==> src/rtl/uart_tx_pkg.sv <==
package uart_tx_pkg;
  // strobes from control to datapath
  typedef struct packed {
    logic flush;     // drop queue and shift stage
    logic wrAccept;  // store the incoming byte
    logic startOk;   // a new frame may begin
    logic forceLow;  // hold the line spacing
  } txStrobes_t;
endpackage

==> src/rtl/tx_control.sv <==
module tx_control
  import uart_tx_pkg::*;
#(
  parameter int TICKS_PER_BIT = 16
) (
  input  logic       clk,
  input  logic       rstN,
  input  logic       tick,
  input  logic       cmdEnable,
  input  logic       cmdDisable,
  input  logic       cmdReset,
  input  logic       cmdBreakOn,
  input  logic       cmdBreakOff,
  input  logic       wrEn,
  input  logic       fifoEmpty,
  input  logic       fifoFull,
  input  logic       busy,
  output logic       enabled,
  output txStrobes_t strobes
);
  localparam int TW = (TICKS_PER_BIT > 1) ? $clog2(TICKS_PER_BIT) : 1;

  logic          brkPend;
  logic          brkOn;
  logic          gapOn;
  logic [TW-1:0] gapCnt;
  logic          wrAccept;

  assign wrAccept = wrEn & enabled & ~fifoFull;

  always_ff @(posedge clk or negedge rstN) begin
    if (!rstN) begin
      enabled <= 1'b0;
      brkPend <= 1'b0;
      brkOn   <= 1'b0;
      gapOn   <= 1'b0;
      gapCnt  <= '0;
    end else if (cmdReset) begin
      enabled <= 1'b0;
      brkPend <= 1'b0;
      brkOn   <= 1'b0;
      gapOn   <= 1'b0;
      gapCnt  <= '0;
    end else begin
      if (cmdDisable)      enabled <= 1'b0;
      else if (cmdEnable)  enabled <= 1'b1;

      if (cmdBreakOff) begin
        brkPend <= 1'b0;
        if (brkOn) begin
          brkOn  <= 1'b0;
          gapOn  <= 1'b1;
          gapCnt <= '0;
        end
      end else if (brkPend && fifoEmpty && !busy && !wrAccept) begin
        brkOn   <= 1'b1;
        brkPend <= 1'b0;
      end else if (cmdBreakOn && enabled && !brkOn) begin
        brkPend <= 1'b1;
      end

      if (gapOn && tick) begin
        if (gapCnt == TW'(TICKS_PER_BIT - 1)) gapOn  <= 1'b0;
        else                                   gapCnt <= gapCnt + 1'b1;
      end
    end
  end

  always_comb begin
    strobes.flush    = cmdReset;
    strobes.wrAccept = wrAccept & ~cmdReset;
    strobes.startOk  = ~brkOn & ~gapOn;
    strobes.forceLow = brkOn;
  end
endmodule

==> src/rtl/tx_datapath.sv <==
module tx_datapath
  import uart_tx_pkg::*;
#(
  parameter int DEPTH         = 8,
  parameter int DATA_W        = 8,
  parameter int TICKS_PER_BIT = 16
) (
  input  logic               clk,
  input  logic               rstN,
  input  logic               tick,
  input  txStrobes_t         strobes,
  input  logic [DATA_W-1:0]  wrData,
  output logic               fifoEmpty,
  output logic               fifoFull,
  output logic               busy,
  output logic [$clog2(DEPTH+1)-1:0] fifoCnt,
  output logic               txOut
);
  localparam int FRAME = DATA_W + 2;
  localparam int AW    = (DEPTH > 1) ? $clog2(DEPTH) : 1;
  localparam int CW    = $clog2(DEPTH + 1);
  localparam int BW    = $clog2(FRAME);
  localparam int TW    = (TICKS_PER_BIT > 1) ? $clog2(TICKS_PER_BIT) : 1;

  logic [DATA_W-1:0] mem [DEPTH];
  logic [AW-1:0]     wrPtr, rdPtr;
  logic [FRAME-1:0]  frame;
  logic [TW-1:0]     tickCnt;
  logic [BW-1:0]     bitCnt;
  logic              lastTick, load, push;

  assign fifoEmpty = (fifoCnt == '0);
  assign fifoFull  = (fifoCnt == CW'(DEPTH));
  assign push      = strobes.wrAccept;
  assign lastTick  = busy & tick & (tickCnt == TW'(TICKS_PER_BIT - 1))
                   & (bitCnt == BW'(FRAME - 1));
  assign load      = strobes.startOk & tick & ~fifoEmpty & (~busy | lastTick);

  always_ff @(posedge clk) begin
    if (push) mem[wrPtr] <= wrData;
  end

  always_ff @(posedge clk or negedge rstN) begin
    if (!rstN) begin
      wrPtr   <= '0;
      rdPtr   <= '0;
      fifoCnt <= '0;
    end else if (strobes.flush) begin
      wrPtr   <= '0;
      rdPtr   <= '0;
      fifoCnt <= '0;
    end else begin
      if (push) wrPtr <= (wrPtr == AW'(DEPTH - 1)) ? '0 : wrPtr + 1'b1;
      if (load) rdPtr <= (rdPtr == AW'(DEPTH - 1)) ? '0 : rdPtr + 1'b1;
      case ({push, load})
        2'b10:   fifoCnt <= fifoCnt + 1'b1;
        2'b01:   fifoCnt <= fifoCnt - 1'b1;
        default: fifoCnt <= fifoCnt;
      endcase
    end
  end

  always_ff @(posedge clk or negedge rstN) begin
    if (!rstN) begin
      busy    <= 1'b0;
      frame   <= '1;
      tickCnt <= '0;
      bitCnt  <= '0;
    end else if (strobes.flush) begin
      busy    <= 1'b0;
      frame   <= '1;
      tickCnt <= '0;
      bitCnt  <= '0;
    end else if (load) begin
      busy    <= 1'b1;
      frame   <= {1'b1, mem[rdPtr], 1'b0};
      tickCnt <= '0;
      bitCnt  <= '0;
    end else if (busy && tick) begin
      if (tickCnt == TW'(TICKS_PER_BIT - 1)) begin
        tickCnt <= '0;
        frame   <= {1'b1, frame[FRAME-1:1]};
        bitCnt  <= bitCnt + 1'b1;
        if (bitCnt == BW'(FRAME - 1)) busy <= 1'b0;
      end else begin
        tickCnt <= tickCnt + 1'b1;
      end
    end
  end

  assign txOut = strobes.forceLow ? 1'b0 : (busy ? frame[0] : 1'b1);
endmodule

==> src/rtl/uart_tx_break.sv <==
module uart_tx_break
  import uart_tx_pkg::*;
#(
  parameter int DEPTH         = 8,
  parameter int DATA_W        = 8,
  parameter int TICKS_PER_BIT = 16
) (
  input  logic              clk,
  input  logic              rstN,
  input  logic              tick16,
  input  logic              cmdEnable,
  input  logic              cmdDisable,
  input  logic              cmdReset,
  input  logic              cmdBreakOn,
  input  logic              cmdBreakOff,
  input  logic              wrEn,
  input  logic [DATA_W-1:0] wrData,
  output logic              txOut,
  output logic              txRdy,
  output logic              txEmt
);
  localparam int CW = $clog2(DEPTH + 1);

  txStrobes_t    strobes;
  logic          enabled, fifoEmpty, fifoFull, busy;
  logic [CW-1:0] fifoCnt;

  tx_control #(.TICKS_PER_BIT(TICKS_PER_BIT)) u_ctrl (
    .clk(clk), .rstN(rstN), .tick(tick16),
    .cmdEnable(cmdEnable), .cmdDisable(cmdDisable), .cmdReset(cmdReset),
    .cmdBreakOn(cmdBreakOn), .cmdBreakOff(cmdBreakOff), .wrEn(wrEn),
    .fifoEmpty(fifoEmpty), .fifoFull(fifoFull), .busy(busy),
    .enabled(enabled), .strobes(strobes)
  );

  tx_datapath #(.DEPTH(DEPTH), .DATA_W(DATA_W), .TICKS_PER_BIT(TICKS_PER_BIT)) u_dp (
    .clk(clk), .rstN(rstN), .tick(tick16), .strobes(strobes), .wrData(wrData),
    .fifoEmpty(fifoEmpty), .fifoFull(fifoFull), .busy(busy),
    .fifoCnt(fifoCnt), .txOut(txOut)
  );

  assign txRdy = enabled & ~fifoFull;
  assign txEmt = enabled & fifoEmpty & ~busy;
endmodule

==> config.mk <==
export PLATFORM = sky130hd
export DESIGN_NAME = uart_tx_break
export DESIGN_NICKNAME = d
export VERILOG_FILES = /design/src/rtl/uart_tx_pkg.sv /design/src/rtl/tx_control.sv /design/src/rtl/tx_datapath.sv /design/src/rtl/uart_tx_break.sv
export SDC_FILE = /design/constraint.sdc
export NUM_CORES = 1
export LEC_CHECK = 0
export ABC_AREA = 1
export BUFFER_PORTS_ARGS = -buffer_cell sky130_fd_sc_hd__buf_2
export CAP_MARGIN = 10
export CORE_MARGIN = 3
export CORE_UTILIZATION = 40
export CTS_BUF_LIST = sky130_fd_sc_hd__clkbuf_2 sky130_fd_sc_hd__clkbuf_4 sky130_fd_sc_hd__clkbuf_8
export CTS_CLUSTER_DIAMETER = 50
export CTS_CLUSTER_SIZE = 12
export DETAILED_ROUTE_END_ITERATION = 10
export GPL_TIMING_DRIVEN = 0
export SETUP_SLACK_MARGIN = 0.15
export SKIP_LAST_GASP = 1
export SLEW_MARGIN = 25
export SYNTH_ARGS = -nofsm -noshare
export SYNTH_HDL_FRONTEND = slang
export SYNTH_HIERARCHICAL = 1
export SYNTH_SLANG_ARGS = --single-unit
==> constraint.sdc <==
create_clock -name clk -period 4.97 [get_ports clk]
set_input_delay 0.2485 -clock clk [delete_from_list [all_inputs] [get_ports clk]]
set_output_delay 0.2485 -clock clk [all_outputs]
set_load 0.01 [all_outputs]
==> impl_metrics.json, run 1 <==
{
  "htree_levels": 3,
  "synth_nets": 472,
  "crit_arrival_ns": 2.67,
  "syn_avg_cell_area_um2": 10.21,
  "cts_tree": "built",
  "crit_required_ns": 5.24,
  "postRouteAntennaNets": 0,
  "yosysWarningCount": 6,
  "synth_top_family_by_area": "simple AND/OR/NAND/NOR gates",
  "wirelength_um": 9669,
  "crit_fanout": 6,
  "synth_cell_type_count": 38,
  "power_density_nw_per_um2": 391.0,
  "reg2reg_depth": 14,
  "fmax_mhz": 415.4,
  "worstSetupPathType": "reg -> reg",
  "grt_overflow": 0,
  "synth_compound_area_share_pct": 10.09,
  "grt_pass1_vias": 3089,
  "dieArea_um2": 12700,
  "vdd_drop_max_mv": 0.1842,
  "hold_viol": 0,
  "synthAdderAreaFrac_pct": 2.473,
  "fin_nets": 503,
  "synth_top_area_cell": "edfxtp_1",
  "postCtsSetupBuffers": 0,
  "numClockSinks": 100,
  "areaGrowthSynthToFinish_pct": 10.74,
  "grt_start_max_net_pins": 37,
  "whs_path_depth": 2,
  "synth_most_common_cell": "nor2_1",
  "hold_slack_ns": 0.02627,
  "grt_pass1_wl_um": 15680,
  "wl_per_cell_um": 15.55,
  "synth_xor_area_share_pct": 0.9618,
  "place_congestion": 0.8226,
  "first_pass_iters": 5,
  "hold_class": "in -> reg",
  "endpoint_kind": "flop",
  "drv_cap": 0,
  "io_buffers": 19,
  "fin_crit_ns": 2.408,
  "fin_crit_sh_pct": 48.44,
  "tightest_slew_ns": 0.9544,
  "row_count": 38,
  "clk_latency_ns": 0.36,
  "synthesis.instances": 446,
  "synthMuxAreaShare_pct": 0,
  "avgViaCountPerCell": 5.174,
  "postCtsResizedCells": 0,
  "synth_simple_gate_area_share_pct": 19.04,
  "pin_count": 20,
  "final_layout_size_suffix_gt1_share_pct": 15.77,
  "max_stage_delay_ns": 0.45,
  "rsz0062_at_grt": "no",
  "grt_util_all_layers_pct": 15.77,
  "synth_area_leaders": "edfxtp_1 42%, dfrtp_1 15%, nor2_1 6.0%, o21ai_0 5.4%, dfstp_2 5.2%",
  "drt_iter0_markers": 242,
  "dr_total_vias": 3218,
  "finalClockSkew_ns": 0.01608,
  "max-slew-margin-rel_pct": 36.14,
  "die_x_um": 112.7,
  "die_y_um": 112.7,
  "ys_ff_latch": 100,
  "start_util_pct": 41.46,
  "leakage_nw": 2.038,
  "status": "finished clean",
  "ys_seq_area_share_pct": 62.24,
  "slew_viol_final": 0,
  "async_flop_share_pct": 36.00,
  "totalPowerFinal_mw": 1.971,
  "synth_ff_type": "edfxtp_1",
  "crit_slowest_cell": "dfrtp_1",
  "yosysTopAreaCellShare_pct": 42.21,
  "synth_commonest_cells": "73 x nor2_1, 64 x edfxtp_1, 63 x nand2_1",
  "synth-edff-count": 64,
  "syn_area_um2": 4553,
  "cts_inserted_buffers": 9,
  "crit_chain": "nor4_1 > inv_1 > nand3_1 > nor2_1 > inv_1 > nand3_1 > inv_1 > ha_1 > inv_1 > nor2_1 > nor2_1 > nand3_1 > nand3_2 > nand2_1",
  "drc": 0,
  "dp_hpwl_um": 6338,
  "coreArea_um2": 10980,
  "clock_path_buffers": 2,
  "clkTransAtPathRegs_ns": 0.10,
  "crit_top_cell": "inv_1",
  "grt_antenna_before_repair": 0,
  "antennaDiodeCount": 0,
  "clk_root_buffer_cell": "clkbuf_8",
  "cp-start-kind": "flop",
  "setup_viol_count_final": 0,
  "fin_tns_setup_ns": 0
}
## cells in the final DEF (no fill, tap or decap), types with 4 or more instances in the layout
cell type / synthesis / routed
a21oi_1: 14 / 14
buf_2: 1 / 20
clkbuf_1: 9 / 9
clkbuf_8: 0 / 9
dfrtp_1: 27 / 27
dfstp_2: 9 / 9
edfxtp_1: 64 / 64
ha_1: 9 / 9
inv_1: 38 / 38
nand2_1: 63 / 63
nand2_2: 9 / 9
nand2_4: 4 / 4
nand3_1: 16 / 16
nand4_1: 7 / 7
nor2_1: 73 / 72
nor2_2: 3 / 4
o21ai_0: 49 / 49
o21ai_1: 4 / 4
o22ai_1: 15 / 15
xor2_1: 5 / 5
## cell type report
cell class	count	area (um^2)
timing repair buffer	20	105.1
multi-input combinational	288	1485
clock inverter	7	82.58
sequential	100	2834
clock buffer	9	123.9
buffer	12	53.80
inverter	46	182.7
tap	140	175.2
fill	1016	5941
## metrics by stage
| stage | setup WS (ns) | area [um^2] | util (%) | cells |
|---|---|---|---|---|
| final | 2.562 | 5042 | 45.91 | 622 |
| after global routing | 2.250 | 5042 | 45.91 | 622 |
| after CTS | 2.539 | 5040 | 45.89 | 622 |
| after detailed placement | 2.568 | 4823 | 43.92 | 605 |
| after global placement | 2.580 | 4823 | 43.92 | 605 |
| after floorplan | 2.894 | 4553 | - | 446 |
## final timing paths
check	startpoint	endpoint	slack, ns
min in group asynchronous	rstN	u_dp/fifoCnt[0]	0.51
worst max-delay path	u_dp/fifoCnt[0]	u_dp/fifoCnt[3]	2.56
worst min-delay path	cmdDisable	u_ctrl/enabled	0.03
worst min register to register	u_dp/frame[2]	u_dp/frame[2]	0.49
worst max register to register	u_dp/fifoCnt[0]	u_dp/fifoCnt[3]	2.56
max in group asynchronous	rstN	u_dp/rdPtr[0]	3.94
## power by group
group / internal (mW) / switching, mW
Combinational: 0.141 / 0.309
Sequential: 0.947 / 0.0421
Clock: 0.242 / 0.291
Total: 1.33 / 0.642
## state kept, by name, summed over array words and instances (netlist names), 3 cells and up
name,count
u_ctrl/gapCnt,4
u_dp/bitCnt,4
u_dp/fifoCnt,4
u_dp/frame,9
u_dp/mem,64
u_dp/rdPtr,3
u_dp/tickCnt,4
u_dp/wrPtr,3
## worst max-delay path: cells and delay by family (launching register included)
family | cells | cell delay, ns
buffers and inverters | 4 | 0.44
DFF | 1 | 0.45
and+or+nand+nor | 9 | 1.17
adders and majority gates | 1 | 0.25
## what timing repair did
item / in CTS / in global routing
setup endpoints to repair: 0 / 0
hold buffers: 1 / 0
hold endpoints to repair: 16 / 0
## cell families (layout without fill, tap and decap cells)
kind of cell | Yosys count | count (layout)
and+or+nand+nor | 188 | 188
buffers and inverters | 58 | 94
AOI/OAI and AO/OA | 86 | 86
DFF | 100 | 100
xor gates and xnor gates | 5 | 5
adders and majority gates | 9 | 9
## routing by layer
metal	global-route usage, %	share of wire [%]
met1	21.10	46
met2	25.91	48
met3	3.529	5.0
met4	4.647	0.73
met5	0	0
Power figures use the tool's default switching activity.
==> run 2, diff against run 1 <==
==> constraint.sdc (replaced) <==
create_clock -name clk -period 2.48 [get_ports clk]
set_input_delay 0.124 -clock clk [delete_from_list [all_inputs] [get_ports clk]]
set_output_delay 0.124 -clock clk [all_outputs]
set_load 0.01 [all_outputs]
==> impl_metrics.json, run 2 (same netlist as run 1, synthesis figures left out) <==
{
  "worstSetupPathType": "reg -> reg",
  "postRouteAntennaNets": 0,
  "grt_util_all_layers_pct": 15.92,
  "clkTransAtPathRegs_ns": 0.11,
  "htree_levels": 3,
  "hold_class": "in -> reg",
  "reg2reg_depth": 7,
  "utilization_pct": 46.70,
  "antennaDiodeCount": 0,
  "cp-start-kind": "flop",
  "finalClockSkew_ns": 0.01566,
  "drc": 0,
  "drv_cap": 0,
  "fin_crit_sh_pct": 90.08,
  "max-slew-margin-rel_pct": 37.11,
  "p_switching_mw": 1.311,
  "groute.layer.met1.usage_pct": 21.17,
  "r2r_slack_ns": 0.25,
  "fin_tns_setup_ns": 0,
  "dieArea_um2": 12700,
  "slew_viol_final": 0,
  "tightest_slew_ns": 0.9398,
  "cellInternalPower_mw": 2.685,
  "grt_overflow": 0,
  "dr_total_vias": 3206,
  "grt_pass1_vias": 3090,
  "clk_latency_ns": 0.36,
  "endpoint_kind": "flop",
  "areaGrowthSynthToFinish_pct": 12.64,
  "fin_crit_ns": 2.234,
  "crit_required_ns": 2.47,
  "numClockSinks": 100,
  "start_util_pct": 41.46,
  "cts_tree": "built",
  "hp-start": "wrData[2]",
  "coreArea_um2": 10980,
  "reg_top3": "u_dp/mem (64), u_dp/frame (9)",
  "drt_iter0_markers": 196,
  "hold_path_end": "u_dp/mem[4][2]",
  "power_frac_seq_pct": 49.9,
  "die_x_um": 112.7,
  "place_congestion": 0.8226,
  "grt_start_max_net_pins": 37,
  "largest_register_ffs": 64,
  "row_count": 38,
  "first_pass_iters": 4,
  "final_layout_size_suffix_gt1_share_pct": 18.28,
  "fmax_mhz": 447.6,
  "setup_viol_count_final": 0,
  "grt_pass1_wl_um": 15810,
  "met2_usage_pct": 26.58,
  "p_comb_share_pct": 23.3,
  "status": "finished clean",
  "grt_antenna_before_repair": 0,
  "grt.busiest_layer": "met2",
  "wirelength_um": 9753,
  "io_buffers": 19,
  "fin_nets": 508,
  "dp_hpwl_um": 6338,
  "power.share.switching_pct": 32.80,
  "r2r-end": "u_dp/mem[7][5]",
  "power_density_nw_per_um2": 779.1,
  "top_register": "u_dp/mem",
  "layout_commonest_cell": "nor2_1",
  "vdd_drop_max_mv": 0.3689,
  "avgViaCountPerCell": 5.113,
  "hold_viol": 0,
  "pin_count": 20,
  "cts_inserted_buffers": 9,
  "clock_power_share_pct": 26.8,
  "whs_path_depth": 1,
  "final_cell_mix": "67 x nor2_1, 64 x edfxtp_1, 63 x nand2_1, 49 x o21ai_0, 37 x inv_1",
  "crit_fanout": 8,
  "crit_arrival_ns": 2.22,
  "leakage_nw": 2.067,
  "rr_startpoint": "u_dp/fifoCnt[3]",
  "met3_usage_pct": 3.529,
  "rsz0062_at_grt": "yes",
  "die_y_um": 112.7,
  "wl_per_cell_um": 15.56,
  "clock_path_buffers": 2,
  "clk_root_buffer_cell": "clkbuf_8"
}
-- run 2: power groups by stage --
stage	Combinational [mW]	Clock, mW	Sequential [mW]
floorplan	0.645	0	1.99
global placement	0.878	0	2.01
detailed placement	0.895	0	2.02
CTS	0.907	1.11	1.98
global route	1.05	1.17	2.01
finish	0.930	1.07	1.99
-- run 2: critical path, stage by stage (launching register included) --
cell	delay, ns
dfrtp_1	0.43
inv_1	0.14
nor4_4	0.06
inv_1	0.07
nand3_2	0.09
nor2_4	0.18
nand2_1	0.15
nor2_1	0.74
-- run 2: worst max-delay path by stage --
stage | startpoint | to | slack [ns] | cells past startpoint
6_report | u_dp/fifoCnt[3] | u_dp/mem[7][5] | 0.25 | 7
5_1_grt | u_dp/fifoCnt[3] | u_dp/mem[1][3] | 0.08 | 7
4_1_cts | u_dp/fifoCnt[0] | u_dp/fifoCnt[3] | 0.17 | 14
3_5_place_dp | u_dp/fifoCnt[0] | u_dp/fifoCnt[3] | 0.08 | 14
3_3_place_gp | u_dp/fifoCnt[3] | u_dp/mem[3][3] | 0.09 | 7
2_1_floorplan | u_dp/fifoCnt[0] | u_dp/fifoCnt[3] | 0.40 | 14
-- run 2: through the flow --
stage	worst slack [ns]	hold slack, ns	cell area (um^2)	total power [mW]	std cells
after floorplan	0.4041	-0.1716	4553	2.637	446
after global placement	0.09005	0.2680	4823	2.890	605
after detailed placement	0.07831	0.2722	4823	2.911	605
after CTS	0.1673	0.004943	5074	3.997	624
after global routing	0.07920	0.01000	5129	4.235	627
final	0.2461	0.02303	5129	3.996	627
-- run 2: what timing repair did --
item | 4_1_cts | 5_1_grt
endpoints found under the hold margin | 28 | 0
hold buffers | 3 | 0
pin swaps | 0 | 1
endpoints found under the setup margin | 65 | 50
resized for setup | 4 | 9
buffers inserted | 0 | 3
-- run 2: layout make-up --
cell class | instances | area (um^2)
inverters | 46 | 182.7
plain buffers | 12 | 53.80
clock buffers | 9 | 123.9
fillers | 1014 | 5854
well taps | 140 | 175.2
flip-flops and latches | 100 | 2835
multi-input cells | 288 | 1528
clock inverters | 7 | 82.58
repair buffers | 25 | 147.6
-- run 2: metal layers --
layer	vias up	routed length (um)
li1	1589	-
met1	1535	4474
met2	74	4733
met3	8	451
met4	0	93
met5	-	0
